--- src/rtl/scl_pkg.sv ---
// Shared types for the SCL phase generator.
// Assumes: used by all modules of scl_clkgen; no parameters of its own.
package scl_pkg;

    // Phase of the generated clock.
    typedef enum logic [1:0] {
        PH_IDLE = 2'd0,
        PH_LOW  = 2'd1,
        PH_RISE = 2'd2,
        PH_HIGH = 2'd3
    } phase_e;

endpackage

--- src/rtl/scl_phase_calc.sv ---
// Derives the low and high phase lengths in peripheral clocks from the
// control value, the speed mode and the duty option.
// Assumes: CNT_W is wide enough to hold 16 times the largest control value.
module scl_phase_calc #(
    parameter int CCR_W    = 12,
    parameter int CNT_W    = CCR_W + 5,
    parameter int MIN_STD  = 4,
    parameter int MIN_FAST = 1
) (
    input  logic [CCR_W-1:0] ccr_val,
    input  logic             fast_sel,
    input  logic             duty_sel,
    output logic [CNT_W-1:0] low_len,
    output logic [CNT_W-1:0] high_len
);

    localparam logic [CCR_W-1:0] FLOOR_STD  = CCR_W'(MIN_STD);
    localparam logic [CCR_W-1:0] FLOOR_FAST = CCR_W'(MIN_FAST);

    logic [CCR_W-1:0] floor_val;
    logic [CCR_W-1:0] unit_val;
    logic [CNT_W-1:0] unit_w;

    // Clamp the control value to the minimum for the current mode.
    always_comb begin
        floor_val = fast_sel ? FLOOR_FAST : FLOOR_STD;
        unit_val  = (ccr_val < floor_val) ? floor_val : ccr_val;
        unit_w    = CNT_W'(unit_val);
    end

    // Scale the unit by the mode ratio: 1:1, 2:1 or 16:9 (low:high).
    always_comb begin
        unique case ({fast_sel, duty_sel})
            2'b10: begin
                low_len  = unit_w << 1;
                high_len = unit_w;
            end
            2'b11: begin
                low_len  = unit_w << 4;
                high_len = (unit_w << 3) + unit_w;
            end
            default: begin
                low_len  = unit_w;
                high_len = unit_w;
            end
        endcase
    end

endmodule

--- src/rtl/scl_freq_guard.sv ---
// Allows the generator to run only when the stated peripheral frequency is
// inside the legal window for the selected speed mode.
// Assumes: pfreq_mhz is static while running; it is evaluated every cycle.
module scl_freq_guard #(
    parameter int FREQ_W    = 6,
    parameter int FMIN_STD  = 2,
    parameter int FMIN_FAST = 6,
    parameter int FMAX      = 46
) (
    input  logic              enable,
    input  logic              fast_sel,
    input  logic [FREQ_W-1:0] pfreq_mhz,
    output logic              run_ok
);

    localparam logic [FREQ_W-1:0] LO_STD  = FREQ_W'(FMIN_STD);
    localparam logic [FREQ_W-1:0] LO_FAST = FREQ_W'(FMIN_FAST);
    localparam logic [FREQ_W-1:0] HI_ALL  = FREQ_W'(FMAX);

    logic [FREQ_W-1:0] lo_bound;

    // Combine the enable with the mode-dependent frequency window.
    always_comb begin
        lo_bound = fast_sel ? LO_FAST : LO_STD;
        run_ok   = enable && (pfreq_mhz >= lo_bound) && (pfreq_mhz <= HI_ALL);
    end

endmodule

--- src/rtl/scl_phase_fsm.sv ---
// Sequences idle, low, rise-wait and high phases, drives the line low during
// the low phase and raises a one-cycle strobe at the start of low and high.
// Assumes: phase lengths are at least 1; scl_in is already synchronised.
module scl_phase_fsm
    import scl_pkg::*;
#(
    parameter int CNT_W = 17,
    parameter int TR_W  = 6
) (
    input  logic             clk,
    input  logic             rst_n,
    input  logic             run_ok,
    input  logic [CNT_W-1:0] low_len,
    input  logic [CNT_W-1:0] high_len,
    input  logic [TR_W-1:0]  trise_val,
    input  logic             scl_in,
    output logic             drive_low,
    output logic             fall_stb,
    output logic             rise_stb
);

    localparam logic [TR_W-1:0]  TR_ONE  = TR_W'(1);
    localparam logic [TR_W-1:0]  TR_MAX  = {TR_W{1'b1}};
    localparam logic [CNT_W-1:0] CNT_ONE = CNT_W'(1);

    phase_e           phase_q;
    logic [CNT_W-1:0] cnt_q;
    logic [TR_W-1:0]  rcnt_q;
    logic             fall_q;
    logic             rise_q;
    logic [TR_W-1:0]  tr_eff;
    logic [TR_W-1:0]  tr_last;
    logic             rise_done;

    // Rise-wait ends once the count has elapsed and the line reads high.
    always_comb begin
        tr_eff    = (trise_val == '0) ? TR_ONE : trise_val;
        tr_last   = tr_eff - TR_ONE;
        rise_done = (rcnt_q >= tr_last) && scl_in;
    end

    // Phase sequencing, phase counters and strobe registers.
    always_ff @(posedge clk) begin
        if (!rst_n) begin
            phase_q <= PH_IDLE;
            cnt_q   <= '0;
            rcnt_q  <= '0;
            fall_q  <= 1'b0;
            rise_q  <= 1'b0;
        end else begin
            fall_q <= 1'b0;
            rise_q <= 1'b0;
            if (!run_ok) begin
                phase_q <= PH_IDLE;
                cnt_q   <= '0;
                rcnt_q  <= '0;
            end else begin
                unique case (phase_q)
                    PH_IDLE: begin
                        phase_q <= PH_LOW;
                        cnt_q   <= low_len - CNT_ONE;
                        fall_q  <= 1'b1;
                    end
                    PH_LOW: begin
                        if (cnt_q == '0) begin
                            phase_q <= PH_RISE;
                            rcnt_q  <= '0;
                        end else begin
                            cnt_q <= cnt_q - CNT_ONE;
                        end
                    end
                    PH_RISE: begin
                        if (rise_done) begin
                            phase_q <= PH_HIGH;
                            cnt_q   <= high_len - CNT_ONE;
                            rise_q  <= 1'b1;
                        end else if (rcnt_q != TR_MAX) begin
                            rcnt_q <= rcnt_q + TR_ONE;
                        end
                    end
                    PH_HIGH: begin
                        if (cnt_q == '0) begin
                            phase_q <= PH_LOW;
                            cnt_q   <= low_len - CNT_ONE;
                            fall_q  <= 1'b1;
                        end else begin
                            cnt_q <= cnt_q - CNT_ONE;
                        end
                    end
                    default: phase_q <= PH_IDLE;
                endcase
            end
        end
    end

    // Outputs come straight from registered state.
    always_comb begin
        drive_low = (phase_q == PH_LOW);
        fall_stb  = fall_q;
        rise_stb  = rise_q;
    end

endmodule

--- src/rtl/scl_clkgen.sv ---
// Top level of the SCL phase generator: phase length calculator, frequency
// guard and phase sequencer.
// Assumes: scl_in is synchronised to clk outside this block; configuration
// changes take effect at the next phase start.
module scl_clkgen #(
    parameter int CCR_W     = 12,
    parameter int FREQ_W    = 6,
    parameter int TR_W      = 6,
    parameter int MIN_STD   = 4,
    parameter int MIN_FAST  = 1,
    parameter int FMIN_STD  = 2,
    parameter int FMIN_FAST = 6,
    parameter int FMAX      = 46
) (
    input  logic              clk,
    input  logic              rst_n,
    input  logic              enable,
    input  logic [CCR_W-1:0]  ccr_val,
    input  logic              fast_sel,
    input  logic              duty_sel,
    input  logic [FREQ_W-1:0] pfreq_mhz,
    input  logic [TR_W-1:0]   trise_val,
    input  logic              scl_in,
    output logic              scl_drive_low,
    output logic              fall_strobe,
    output logic              rise_strobe
);

    localparam int CNT_W = CCR_W + 5;

    logic [CNT_W-1:0] low_len;
    logic [CNT_W-1:0] high_len;
    logic             run_ok;

    scl_phase_calc #(
        .CCR_W    (CCR_W),
        .CNT_W    (CNT_W),
        .MIN_STD  (MIN_STD),
        .MIN_FAST (MIN_FAST)
    ) u_calc (
        .ccr_val  (ccr_val),
        .fast_sel (fast_sel),
        .duty_sel (duty_sel),
        .low_len  (low_len),
        .high_len (high_len)
    );

    scl_freq_guard #(
        .FREQ_W    (FREQ_W),
        .FMIN_STD  (FMIN_STD),
        .FMIN_FAST (FMIN_FAST),
        .FMAX      (FMAX)
    ) u_guard (
        .enable    (enable),
        .fast_sel  (fast_sel),
        .pfreq_mhz (pfreq_mhz),
        .run_ok    (run_ok)
    );

    scl_phase_fsm #(
        .CNT_W (CNT_W),
        .TR_W  (TR_W)
    ) u_fsm (
        .clk       (clk),
        .rst_n     (rst_n),
        .run_ok    (run_ok),
        .low_len   (low_len),
        .high_len  (high_len),
        .trise_val (trise_val),
        .scl_in    (scl_in),
        .drive_low (scl_drive_low),
        .fall_stb  (fall_strobe),
        .rise_stb  (rise_strobe)
    );

endmodule

--- config.mk ---
export PLATFORM = sky130hd
export DESIGN_NAME = scl_clkgen
export DESIGN_NICKNAME = d
export VERILOG_FILES = /design/src/rtl/scl_pkg.sv /design/src/rtl/scl_phase_calc.sv /design/src/rtl/scl_freq_guard.sv /design/src/rtl/scl_phase_fsm.sv /design/src/rtl/scl_clkgen.sv
export SDC_FILE = /design/constraint.sdc
export NUM_CORES = 1
export LEC_CHECK = 0
export ABC_AREA = 1
export BUFFER_PORTS_ARGS = -buffer_cell sky130_fd_sc_hd__buf_4
export CAP_MARGIN = 40
export CORE_ASPECT_RATIO = 0.9
export CORE_MARGIN = 4
export CORE_UTILIZATION = 62
export DETAILED_ROUTE_END_ITERATION = 12
export HOLD_SLACK_MARGIN = 0.12
export PLACE_DENSITY = 0.82
export SETUP_SLACK_MARGIN = 0.05
export SLEW_MARGIN = 20
export SYNTH_ARGS = -nofsm -noshare
export SYNTH_HDL_FRONTEND = slang
export SYNTH_SLANG_ARGS = --single-unit
--- constraint.sdc ---
create_clock -name clk -period 4.23 [get_ports clk]
set_clock_uncertainty 0.1 [all_clocks]
set_input_delay 0.423 -clock clk [delete_from_list [all_inputs] [get_ports clk]]
set_output_delay 0.423 -clock clk [all_outputs]
set_load 0.01 [all_outputs]
==> flow_summary.ini <==
[outcome]
status = completed

[routing]
drt-pass1-iter-count = 5
drtAntennaViolNets = 0
avgRoutedWirePerCell_um = 14.30
route.detailed.drc = 0
num_vias = 4742
routed_wirelength_um = 11840
via_per_inst = 5.727
drt_iter0_markers = 369

[sta]
setup_viol_count_final = 0
slew_headroom_pct = 52.38
hold_viol = 0
worst_pin_slew_ns = 0.7135
rsz0062_at_grt = no
finalCriticalPeriod_ns = 3.521
maxSlewViolCount = 0
fin_tns_setup_ns = 0
final.setup.worst_slack_ns = 0.7089
hold-worst-slack_ns = 0.3778
post-route-period-util_pct = 83.24
max_freq_mhz = 284.0

[die]
io_pins = 33
initial_core_util_pct = 64.15
core_um2 = 6586
rows = 28
die_y_um = 86.32
fp.dieW_um = 95.02
dieArea_um2 = 8202

[yosys]
synth.area.top_cells = nand2_1, dfxtp_1, inv_1
syn_nets = 783
yosysMostFrequentCell = nand2_1
synthCells = 725
synth_edf_count = 0
ys_top_cells_by_count = nand2_1, inv_1, nor2_1
yosysTopAreaCell = nand2_1
ys_warn_count = 0
synth.cell_area_um2 = 4225
avgSynthCellArea_um2 = 5.828
synthDistinctLibCells = 51
synthArstFlopShare_pct = 0
yosysTopAreaCellShare_pct = 17.15
synth_seq_area_share_pct = 12.79
ys_seq_elements = 27
synth_ff_type = dfxtp_1

[clock_network]
htreeDepth = 1
clkLatencyLatePin_ns = 0.28
cts_tree = built
postCtsSetupRepairBufs = 0
postCtsResizedCells = 0
cts.sinks = 27
numCtsBuffers = 3
clockRootBuffer = clkbuf_8
clockBufferDepth = 2
clk_pin_slew_ns = 0.10
hold_buffers = 0

[global_route]
first_global_vias = 4252
overflow = 0
grt_max_degree = 24
grt_pass1_wl_um = 20290
grt_usage_pct = 30.44
antenna_found_initial = 0

[critical_path]
critPathKind = primary input to flop
start_kind = primary input
crit_fanout = 16
critPathRequiredTime_ns = 4.32
arrival_ns = 3.61
critPathCaptureType = flop
max_stage_delay_ns = 0.44
crit_chain = buf_4, ha_1, nand2_1, nand3_4, nand2_2, nand2_4, ha_1, fa_1, or2_2, a31oi_4, inv_2, nor2_1, nand3_1, nor2_1, nor2_1, o21ai_0, o21ai_0, nand2_1, nand3_1, nand2_1, inv_1
crit_slowest_cell = fa_1

[place]
gp_congestion = 0.9622
dpl.hpwl_um = 9551
dpl_cell_area_um2 = 4424
port_buffers = 32
place_ws_ns = 0.4282

[job]
max_cap_viol_count = 0

[final_layout]
drive_gt1_share_pct = 13.55
antenna_cells = 0
nets = 797
stdcell_area_um2 = 4471
area_growth_pct = 5.804
fin_util_pct = 67.88
n_fill_cell = 667

[worst_hold_path]
hold_class = primary input to flop

[power_and_ir_drop]
switching_share_pct = 47.15
power_switching_uw = 461.7
peakVddDrop_mv = 0.1587
combPwrFrac_pct = 55.5
power_frac_seq_pct = 28.7
p_leak_uw = 0.002259
p_int_uw = 517.5
pwr_density_cell_nw_per_um2 = 219.0
clockPowerShare_pct = 15.8
[cell type report]
cell class	count	area [um^2]	share of cell area [%]
well taps	90	112.6	2.519
multi-input cells	572	3134	70.11
repair buffers	32	240.2	5.374
inverters	103	396.6	8.872
flip-flops and latches	27	540.5	12.09
clock inverters	1	5.005	0.1120
clock buffers	3	41.29	0.9236
[logic make-up after synthesis]
| family | count (synthesis) | synth area share (%) |
|---|---|---|
| buf+inv | 126 | 13.03 |
| compound gates | 97 | 13.56 |
| simple gates | 426 | 47.79 |
| fa+ha+maj | 28 | 8.469 |
| flops | 27 | 12.79 |
| xor+xnor | 21 | 4.353 |
[metal layers]
| layer | up-vias | part of all wire, % | track usage, % | wire length [um] |
|---|---|---|---|---|
| li1 | 2368 | - | - | - |
| met1 | 2172 | 46 | 45.34 | 5476 |
| met2 | 186 | 44 | 47.82 | 5205 |
| met3 | 16 | 8.8 | 3.299 | 1037 |
| met4 | 0 | 1.1 | 5.111 | 125 |
| met5 | - | 0 | 0 | 0 |
[registers in the layout, summed over array words and instances, names as in the netlist]
signal / cells
u_fsm.rise_stb: 1
u_fsm.phase_q: 2
u_fsm.rcnt_q: 6
u_fsm.cnt_q: 17
u_fsm.fall_stb: 1
[through the flow]
stage          total power, uW  cells
5_1_grt                   1063    828
3_3_place_gp             803.6    824
2_1_floorplan            698.3    725
3_5_place_dp             816.8    824
6_report                 979.2    828
4_1_cts                  968.1    828
[worst max-delay path, delay by kind of cell]
kind	cells	cell delay [ns]
simple gates	12	1.49
buf+inv	3	0.31
fa+ha+maj	3	0.95
compound gates	3	0.43
[layout by cell type (no fill, tap or decap), types with 19 or more instances in the layout]
cell / instances
inv_1: 92
nand2_1: 193
ha_1: 27
o21ai_0: 30
nand3_1: 67
a21oi_1: 35
buf_4: 32
nor2_1: 86
dfxtp_1: 27
nand4_1: 19
[power groups by stage]
| stage | logic [uW] | registers [uW] | clock network (uW) |
|---|---|---|---|
| floorplan | 416 | 282 | 0 |
| global placement | 519 | 285 | 0 |
| detailed placement | 531 | 286 | 0 |
| CTS | 534 | 280 | 154 |
| global route | 614 | 282 | 166 |
| finish | 544 | 281 | 155 |
[path summary, 6_finish.rpt]
| path | startpoint | slack, ns | end | cells past startpoint |
|---|---|---|---|---|
| setup / recovery | fast_sel | 0.71 | u_fsm.cnt_q[8]$_SDFFE_PN0P_ | 21 |
| hold / removal | scl_in | 0.38 | u_fsm.rise_stb$_SDFF_PN0_ | 3 |
| setup reg to reg | u_fsm.cnt_q[0]$_SDFFE_PN0P_ | 1.37 | u_fsm.cnt_q[13]$_SDFFE_PN0P_ | 14 |
| hold reg to reg | u_fsm.rcnt_q[2]$_SDFFE_PN0P_ | 0.41 | u_fsm.rcnt_q[2]$_SDFFE_PN0P_ | 2 |
Note: power is estimated with default switching activity, not from simulation.
